===== src/rtl/uart_irq_pkg.sv =====
// Package: identification codes and cause indices shared by the interrupt unit.
// Assumes cause index 0 is the highest priority.
package uart_irq_pkg;
    localparam int NUM_SRC = 6;
    localparam int ID_W    = 6;

    localparam logic [ID_W-1:0] ID_NONE = 6'h01;
    localparam logic [ID_W-1:0] ID_LSR  = 6'h06;
    localparam logic [ID_W-1:0] ID_TOUT = 6'h0C;
    localparam logic [ID_W-1:0] ID_RDY  = 6'h04;
    localparam logic [ID_W-1:0] ID_TX   = 6'h02;
    localparam logic [ID_W-1:0] ID_MSR  = 6'h00;
    localparam logic [ID_W-1:0] ID_FLOW = 6'h20;

    typedef enum logic [2:0] {
        SRC_LSR  = 3'd0,
        SRC_TOUT = 3'd1,
        SRC_RDY  = 3'd2,
        SRC_TX   = 3'd3,
        SRC_MSR  = 3'd4,
        SRC_FLOW = 3'd5
    } src_e;

    // Map a cause index to its identification code.
    function automatic logic [ID_W-1:0] src_code(input int idx);
        case (idx)
            0:       return ID_LSR;
            1:       return ID_TOUT;
            2:       return ID_RDY;
            3:       return ID_TX;
            4:       return ID_MSR;
            default: return ID_FLOW;
        endcase
    endfunction
endpackage


===== src/rtl/uart_irq_rx_timer.sv =====
// Receive idle timer: counts bit ticks while the receive FIFO is non-empty and
// raises a sticky timeout flag after 4*CHAR_BITS+12 ticks.
// Assumes bit_tick is a single-cycle pulse per bit time; push/pop restart the count.
module uart_irq_rx_timer #(
    parameter int CHAR_BITS = 10,
    parameter int LVL_W     = 5
) (
    input  logic             clk,
    input  logic             rst_n,
    input  logic [LVL_W-1:0] rx_level,
    input  logic             rx_push,
    input  logic             rx_pop,
    input  logic             bit_tick,
    output logic             tout_pend
);
    localparam int LIMIT = 4 * CHAR_BITS + 12;
    localparam int CNT_W = $clog2(LIMIT + 1);
    localparam logic [CNT_W-1:0] LIMIT_C = CNT_W'(LIMIT);

    logic [CNT_W-1:0] cnt;

    // Idle counter: restart on FIFO activity or empty FIFO, saturate at the limit.
    always_ff @(posedge clk) begin
        if (!rst_n)                              cnt <= '0;
        else if (rx_push || rx_pop)              cnt <= '0;
        else if (rx_level == '0)                 cnt <= '0;
        else if (bit_tick && cnt != LIMIT_C)     cnt <= cnt + 1'b1;
    end

    // Sticky timeout flag: set at the limit, cleared only by a data read.
    always_ff @(posedge clk) begin
        if (!rst_n)               tout_pend <= 1'b0;
        else if (rx_pop)          tout_pend <= 1'b0;
        else if (cnt == LIMIT_C)  tout_pend <= 1'b1;
    end


    cnt_in_range_chk: assert property (@(posedge clk) disable iff (!rst_n)
        cnt <= LIMIT_C);


    tout_needs_full_window_chk: assert property (@(posedge clk) disable iff (!rst_n)
        $rose(tout_pend) |-> $past(cnt) == LIMIT_C);


    tout_clear_on_pop_chk: assert property (@(posedge clk) disable iff (!rst_n)
        rx_pop |=> !tout_pend);
endmodule


===== src/rtl/uart_irq_sources.sv =====
// Event-latched causes: line status, transmit ready, modem status, CTS and RTS rises.
// Each pending bit is set by its event and cleared by its access strobe; a set
// in the same cycle as a clear wins. Assumes strobes are single-cycle.
module uart_irq_sources #(
    parameter int LVL_W = 5
) (
    input  logic             clk,
    input  logic             rst_n,
    input  logic [3:0]       lsr_err,
    input  logic             lsr_rd,
    input  logic [LVL_W-1:0] tx_level,
    input  logic [LVL_W-1:0] tx_trig,
    input  logic             thr_wr,
    input  logic             tx_id_ack,
    input  logic [3:0]       msr_delta,
    input  logic             msr_rd,
    input  logic             auto_cts,
    input  logic             auto_rts,
    input  logic             cts_pin,
    input  logic             rts_pin,
    output logic             lsr_pend,
    output logic             tx_pend,
    output logic             msr_pend,
    output logic             cts_pend,
    output logic             rts_pend
);
    logic tx_cond, tx_cond_q, tx_evt;
    logic cts_q, rts_q, cts_rise, rts_rise;
    logic lsr_evt, msr_evt;

    // Event detection: error/delta reductions, transmit threshold entry, pin rises.
    always_comb begin
        lsr_evt  = |lsr_err;
        msr_evt  = |msr_delta;
        tx_cond  = (tx_level <= tx_trig) || (tx_level == '0);
        tx_evt   = tx_cond && !tx_cond_q;
        cts_rise = auto_cts && cts_pin && !cts_q;
        rts_rise = auto_rts && rts_pin && !rts_q;
    end

    // Edge history: previous threshold and pin states (start high to avoid reset events).
    always_ff @(posedge clk) begin
        if (!rst_n) begin
            tx_cond_q <= 1'b1;
            cts_q     <= 1'b1;
            rts_q     <= 1'b1;
        end else begin
            tx_cond_q <= tx_cond;
            cts_q     <= cts_pin;
            rts_q     <= rts_pin;
        end
    end

    // Pending latches: set by event, cleared by own access strobe.
    always_ff @(posedge clk) begin
        if (!rst_n) begin
            lsr_pend <= 1'b0;
            tx_pend  <= 1'b0;
            msr_pend <= 1'b0;
            cts_pend <= 1'b0;
            rts_pend <= 1'b0;
        end else begin
            lsr_pend <= lsr_evt  | (lsr_pend & ~lsr_rd);
            tx_pend  <= tx_evt   | (tx_pend  & ~(thr_wr | tx_id_ack));
            msr_pend <= msr_evt  | (msr_pend & ~msr_rd);
            cts_pend <= cts_rise | (cts_pend & ~msr_rd);
            rts_pend <= rts_rise | (rts_pend & ~msr_rd);
        end
    end


    lsr_clear_chk: assert property (@(posedge clk) disable iff (!rst_n)
        (lsr_rd && lsr_err == 4'b0) |=> !lsr_pend);


    tx_write_clear_chk: assert property (@(posedge clk) disable iff (!rst_n)
        (thr_wr && !(tx_level <= tx_trig || tx_level == '0)) |=> !tx_pend);


    flow_clear_chk: assert property (@(posedge clk) disable iff (!rst_n)
        (msr_rd && !auto_cts && !auto_rts) |=> (!cts_pend && !rts_pend));


    cts_manual_ignored_chk: assert property (@(posedge clk) disable iff (!rst_n)
        (!auto_cts && !cts_pend) |=> !cts_pend);
endmodule


===== src/rtl/uart_irq_prio.sv =====
// Priority encoder: picks the lowest-index set request and emits its code.
// Assumes index 0 is the highest priority; an empty request gives the idle code.
module uart_irq_prio
    import uart_irq_pkg::*;
#(
    parameter int N = NUM_SRC
) (
    input  logic [N-1:0]    req,
    output logic [ID_W-1:0] code
);
    // Scan from lowest to highest priority so the highest set request wins.
    always_comb begin
        code = ID_NONE;
        for (int i = N - 1; i >= 0; i--) begin
            if (req[i]) code = src_code(i);
        end
    end
endmodule


===== src/rtl/uart_irq_id.sv =====
// UART interrupt identification top: masks every cause with its enable bit,
// ranks the survivors and drives the code and interrupt line.
// Assumes all inputs are synchronous to clk and strobes are one cycle wide.
module uart_irq_id
    import uart_irq_pkg::*;
#(
    parameter int CHAR_BITS  = 10,
    parameter int FIFO_DEPTH = 16,
    localparam int LVL_W     = $clog2(FIFO_DEPTH + 1)
) (
    input  logic             clk,
    input  logic             rst_n,
    input  logic [7:0]       ien,
    input  logic             enh_en,
    input  logic [3:0]       lsr_err,
    input  logic             lsr_rd,
    input  logic [LVL_W-1:0] rx_level,
    input  logic [LVL_W-1:0] rx_trig,
    input  logic             rx_push,
    input  logic             rx_pop,
    input  logic             bit_tick,
    input  logic [LVL_W-1:0] tx_level,
    input  logic [LVL_W-1:0] tx_trig,
    input  logic             thr_wr,
    input  logic             iir_rd,
    input  logic [3:0]       msr_delta,
    input  logic             msr_rd,
    input  logic             auto_cts,
    input  logic             auto_rts,
    input  logic             cts_pin,
    input  logic             rts_pin,
    output logic [5:0]       irq_id,
    output logic             irq
);
    logic tout_pend, lsr_pend, tx_pend, msr_pend, cts_pend, rts_pend;
    logic tx_id_ack;
    logic [NUM_SRC-1:0] req;
    logic [ID_W-1:0]    code;

    uart_irq_rx_timer #(.CHAR_BITS(CHAR_BITS), .LVL_W(LVL_W)) u_timer (
        .clk(clk), .rst_n(rst_n), .rx_level(rx_level), .rx_push(rx_push),
        .rx_pop(rx_pop), .bit_tick(bit_tick), .tout_pend(tout_pend)
    );

    uart_irq_sources #(.LVL_W(LVL_W)) u_src (
        .clk(clk), .rst_n(rst_n), .lsr_err(lsr_err), .lsr_rd(lsr_rd),
        .tx_level(tx_level), .tx_trig(tx_trig), .thr_wr(thr_wr),
        .tx_id_ack(tx_id_ack), .msr_delta(msr_delta), .msr_rd(msr_rd),
        .auto_cts(auto_cts), .auto_rts(auto_rts), .cts_pin(cts_pin),
        .rts_pin(rts_pin), .lsr_pend(lsr_pend), .tx_pend(tx_pend),
        .msr_pend(msr_pend), .cts_pend(cts_pend), .rts_pend(rts_pend)
    );

    // Masking: each cause gated by its enable before ranking.
    always_comb begin
        req           = '0;
        req[SRC_LSR]  = lsr_pend  & ien[2];
        req[SRC_TOUT] = tout_pend & ien[0];
        req[SRC_RDY]  = (rx_level >= rx_trig) & ien[0];
        req[SRC_TX]   = tx_pend   & ien[1];
        req[SRC_MSR]  = msr_pend  & ien[3];
        req[SRC_FLOW] = enh_en & ((cts_pend & ien[7]) | (rts_pend & ien[6]));
    end

    uart_irq_prio #(.N(NUM_SRC)) u_prio (.req(req), .code(code));

    // Output drive and transmit acknowledge on an identification read that reports it.
    always_comb begin
        irq_id    = code;
        irq       = (code != ID_NONE);
        tx_id_ack = iir_rd && (code == ID_TX);
    end


    lsr_top_rank_chk: assert property (@(posedge clk) disable iff (!rst_n)
        (lsr_pend && ien[2]) |-> irq_id == ID_LSR);


    irq_matches_pending_chk: assert property (@(posedge clk) disable iff (!rst_n)
        irq == (|req));


    tx_kept_behind_higher_chk: assert property (@(posedge clk) disable iff (!rst_n)
        (tx_pend && iir_rd && irq_id != ID_TX) |=> tx_pend);
endmodule


===== config.mk =====
export PLATFORM = sky130hd
export DESIGN_NAME = uart_irq_id
export DESIGN_NICKNAME = d
export VERILOG_FILES = /design/src/rtl/uart_irq_pkg.sv /design/src/rtl/uart_irq_rx_timer.sv /design/src/rtl/uart_irq_sources.sv /design/src/rtl/uart_irq_prio.sv /design/src/rtl/uart_irq_id.sv
export SDC_FILE = /design/constraint.sdc
export NUM_CORES = 1
export LEC_CHECK = 0
export CAP_MARGIN = 30
export CORE_UTILIZATION = 34
export CTS_CLUSTER_DIAMETER = 200
export DETAILED_ROUTE_END_ITERATION = 8
export GPL_ROUTABILITY_DRIVEN = 0
export PLACE_DENSITY = 0.79
export SLEW_MARGIN = 20
export SYNTH_ARGS = -nofsm -noshare
export SYNTH_HDL_FRONTEND = slang
export SYNTH_SLANG_ARGS = --single-unit
export TNS_END_PERCENT = 1

===== constraint.sdc =====
create_clock -name clk -period 2.35 [get_ports clk]
set_input_delay 0.705 -clock clk [delete_from_list [all_inputs] [get_ports clk]]
set_output_delay 0.705 -clock clk [all_outputs]
set_load 0.005 [all_outputs]

==> key figures <==
Clock tree
  – CTS Buffer Depth: 2
  – Post-CTS Hold Fix Bufs: 0
  – CTS Buf Count: 3
  – Root Buffer: clkbuf_4
  – # H-tree levels: 1
  – TritonCTS Sinks: 15
  – Clock Latency Late Sink: 0.28 ns
  – CTS tree: yes
  – CTS clk-pin slew, worst paths: 0.08 ns

Route
  – Drt via density: 5.106
  – Drt pass-1 iters: 6
  – # DRC: 8
  – Routed wire per std cell: 12.42 µm
  – Wirelength, routed: 2.708 mm
  – Initial DRC Count: 21
  – Via Count: 1113
  – Antenna Nets Post-Route: 0

Synthesis
  – Predominant post-synthesis flop cell: dfxtp_1
  – YS warnings: 0
  – Post-Synthesis Cells: 117
  – Synthesized area: 0.001018 mm²
  – Yosys cell types: 40
  – Sequential-to-total area share from yosys stat: 29.48%
  – Yosys reg bits: 15
  – Syn Nets: 179
  – Post-synth EDFFs: 0
  – Post-Syn Area per Cell: 8.705 µm²
  – Ys async rst share: 0%

Finish
  – Ant diodes: 0
  – Non-filler instance count after layout: 218
  – Layout cells sized above 1: 28.34%
  – Final #Nets: 250
  – Fillers: 241
  – Area Overhead vs Synth: 72.97%

Global route
  – Initial antenna violation count: 0
  – Grt ovf: 0
  – First-pass GRT wire length: 4.574 mm
  – Largest net degree at the start of global routing: 10
  – GR Util All Layers: 18.04%
  – Vias in the first global route: 1236

Timing
  – Max Slew Vio Count: 0
  – RSZ-0062 raised after global routing: true
  – Clock Skews: 0.005933 ns
  – Endpoints failing hold: 0
  – Final setup vio count: 5
  – Fmax: 379.1 MHz
  – Worst Slack Setup Final: -0.2876 ns
  – Final Cycle Share: 112.2%
  – Final Critical Period: 2.638 ns
  – Hold slack final: 0.4888 ns

Critical path
  – Crit path max fanout: 3
  – Critical Path End: irq_id[5]
  – Worst setup path class: primary input to primary output
  – R2R cell count: 6
  – Reg-to-Reg Start: u_timer.tout_pend
  – Startpoint types: primary input
  – R2r setup slk: 0.89 ns
  – Worst setup path start: rx_trig[2]
  – Worst r2r dst: u_src.tx_pend
  – CP Capture Type: primary output
  – Worst Path Arrival: 1.93 ns
  – Required @ worst endpoint: 1.64 ns

Floorplanning
  – Row cnt: 19
  – Die Height: 56.73 µm
  – Starting density of the core: 36.31%
  – Die width: 56.73 µm
  – Full die area: 0.003218 mm²
  – I/O Pins: 57
  – Core area: 0.002805 mm²

Outcome
  – Status: complete, but fails checks
  – Failing checks: DRC, setup timing

Power
  – P_int: 0.0004727 W
  – Sequential share of power: 41.7%
  – Clk network pwr share: 23.1%
  – Total power: 0.0006391 W
  – Pwr dens: 362.8 mW/mm²
  – Psw: 0.0001665 W
  – Sw Share: 26.04%
  – Leak: 0.7568 nW
  – Combinational Power Share: 35.3%
  – VDD IR max: 0.2319 mV

Min path
  – Worst hold path type: flip-flop to flip-flop
  – Hold path cells: 2

Placement
  – Dpl cells: 209
  – # port buffers: 53
  – Dpl hpwl: 2.292 mm
  – Pre-CTS setup slack: -1.273 ns

Job
  – Max-Cap Viols: 0
==> flip-flops by register name, summed over array words and instances (netlist names) <==
register           cells
u_src.cts_pend         1
u_src.cts_q            1
u_src.lsr_pend         1
u_src.msr_pend         1
u_src.rts_pend         1
u_src.rts_q            1
u_src.tx_cond_q        1
u_src.tx_pend          1
u_timer.cnt            6
u_timer.tout_pend      1
==> cell families (layout without fill, tap and decap cells) <==
kind of cell    count (synthesis)  count (layout)  synth area share, %
mux                             1               1               0.9828
fa+ha+maj                      12              12                14.74
xor+xnor                        4               4                3.440
buf+inv                        18              88                7.003
other cells                     1               1               0.3682
compound gates                 25              25                20.39
simple gates                   41              41                23.59
flops                          15              15                29.48
==> cell type report <==
type                       instances  area [µm²]  area share (%)
timing repair buffer              67       593.1           33.66
inverter                          17       78.83           4.474
tap                               31       38.79           2.202
clock buffer                       4       26.28           1.491
multi-input combinational         84       724.4           41.12
sequential                        15       300.3           17.05
==> power by group through the flow <==
stage          combinational (W)  clock, W  sequential [W]
3_3_place_gp            0.000207         0        0.000272
3_5_place_dp            0.000216         0        0.000272
6_report                0.000225  0.000148        0.000266
4_1_cts                 0.000220  0.000152        0.000266
5_1_grt                 0.000246  0.000164        0.000267
2_1_floorplan          0.0000812         0        0.000271
==> Yosys cell counts (2+ instances only) <==
cell      instances  area [µm²]
dfxtp_1          15       300.3
inv_1            15       56.30
ha_1             12       150.1
nand2_1           9       33.78
nand2b_1          7       43.79
nor2_1            6       22.52
and3_1            4       25.02
nor4_1            4       25.02
a211o_1           2       17.52
a21boi_0          2       15.01
a21oi_1           2       10.01
and2_1            2       12.51
inv_2             2       7.510
nand3_1           2       10.01
nand4_1           2       12.51
nor2b_1           2       12.51
o21a_1            2       15.01
o21ai_1           2       10.01
o22ai_1           2       12.51
xnor2_1           2       17.52
xor2_1            2       17.52
==> layer usage <==
layer | track usage (%) | vias up | wire [µm]
met2 | 37.76 | 46 | 1476
met1 | 14.99 | 512 | 955
met5 | 0 | - | 0
met3 | 4.839 | 8 | 209
li1 | - | 547 | -
met4 | 8.711 | 0 | 67
==> cells in the final DEF (no fill, tap or decap), drive strengths merged, types with 2 or more instances in the layout <==
cell type / netlist / routed
clkdlybuf4s50: 0 / 35
buf: 1 / 29
inv: 17 / 17
dfxtp: 15 / 15
ha: 12 / 12
nand2: 9 / 9
nand2b: 7 / 7
nor2: 6 / 6
and3: 4 / 4
nor4: 4 / 4
clkbuf: 0 / 4
o21ai: 4 / 4
dlygate4sd2: 0 / 3
nand3: 2 / 2
a211o: 2 / 2
o21a: 2 / 2
a21oi: 2 / 2
nor2b: 2 / 2
a21boi: 2 / 2
xnor2: 2 / 2
nand4: 2 / 2
xor2: 2 / 2
o22ai: 2 / 2
and2: 2 / 2
==> critical path: stages <==
cell and delay, ns:
buf_6 0.09, inv_4 0.04, ha_4 0.19, a21o_1 0.18, a31oi_4 0.19, o211a_4 0.20, inv_2 0.04, nor3b_2 0.16
buf_2 0.14
==> how the worst min path moves through the flow <==
stage | from | to | slack [ns]
2_1_floorplan | u_src.msr_pend | u_src.msr_pend | 0.46
3_3_place_gp | u_src.tx_pend | u_src.tx_pend | 0.47
5_1_grt | u_src.tx_pend | u_src.tx_pend | 0.52
6_report | u_src.tx_pend | u_src.tx_pend | 0.49
3_5_place_dp | u_src.tx_pend | u_src.tx_pend | 0.48
4_1_cts | u_src.tx_pend | u_src.tx_pend | 0.49
==> metrics by stage <==
step / utilization [%] / setup TNS [ns] / cell area [µm²]
final: 62.80 / -1.108 / 1762
after global routing: 62.80 / -1.361 / 1762
after CTS: 61.91 / -1.166 / 1737
after detailed placement: 60.66 / -6.218 / 1702
after global placement: 60.66 / -6.051 / 1702
after floorplan: - / -0.03623 / 1072
==> timing repair <==
item / CTS / global route
cloned: 0 / 0
setup endpoints to repair: 6 / 5
resized for setup: 77 / 3
setup buffers: 3 / 2
pin swaps: 10 / 4
(Power assumes the default switching activity.)
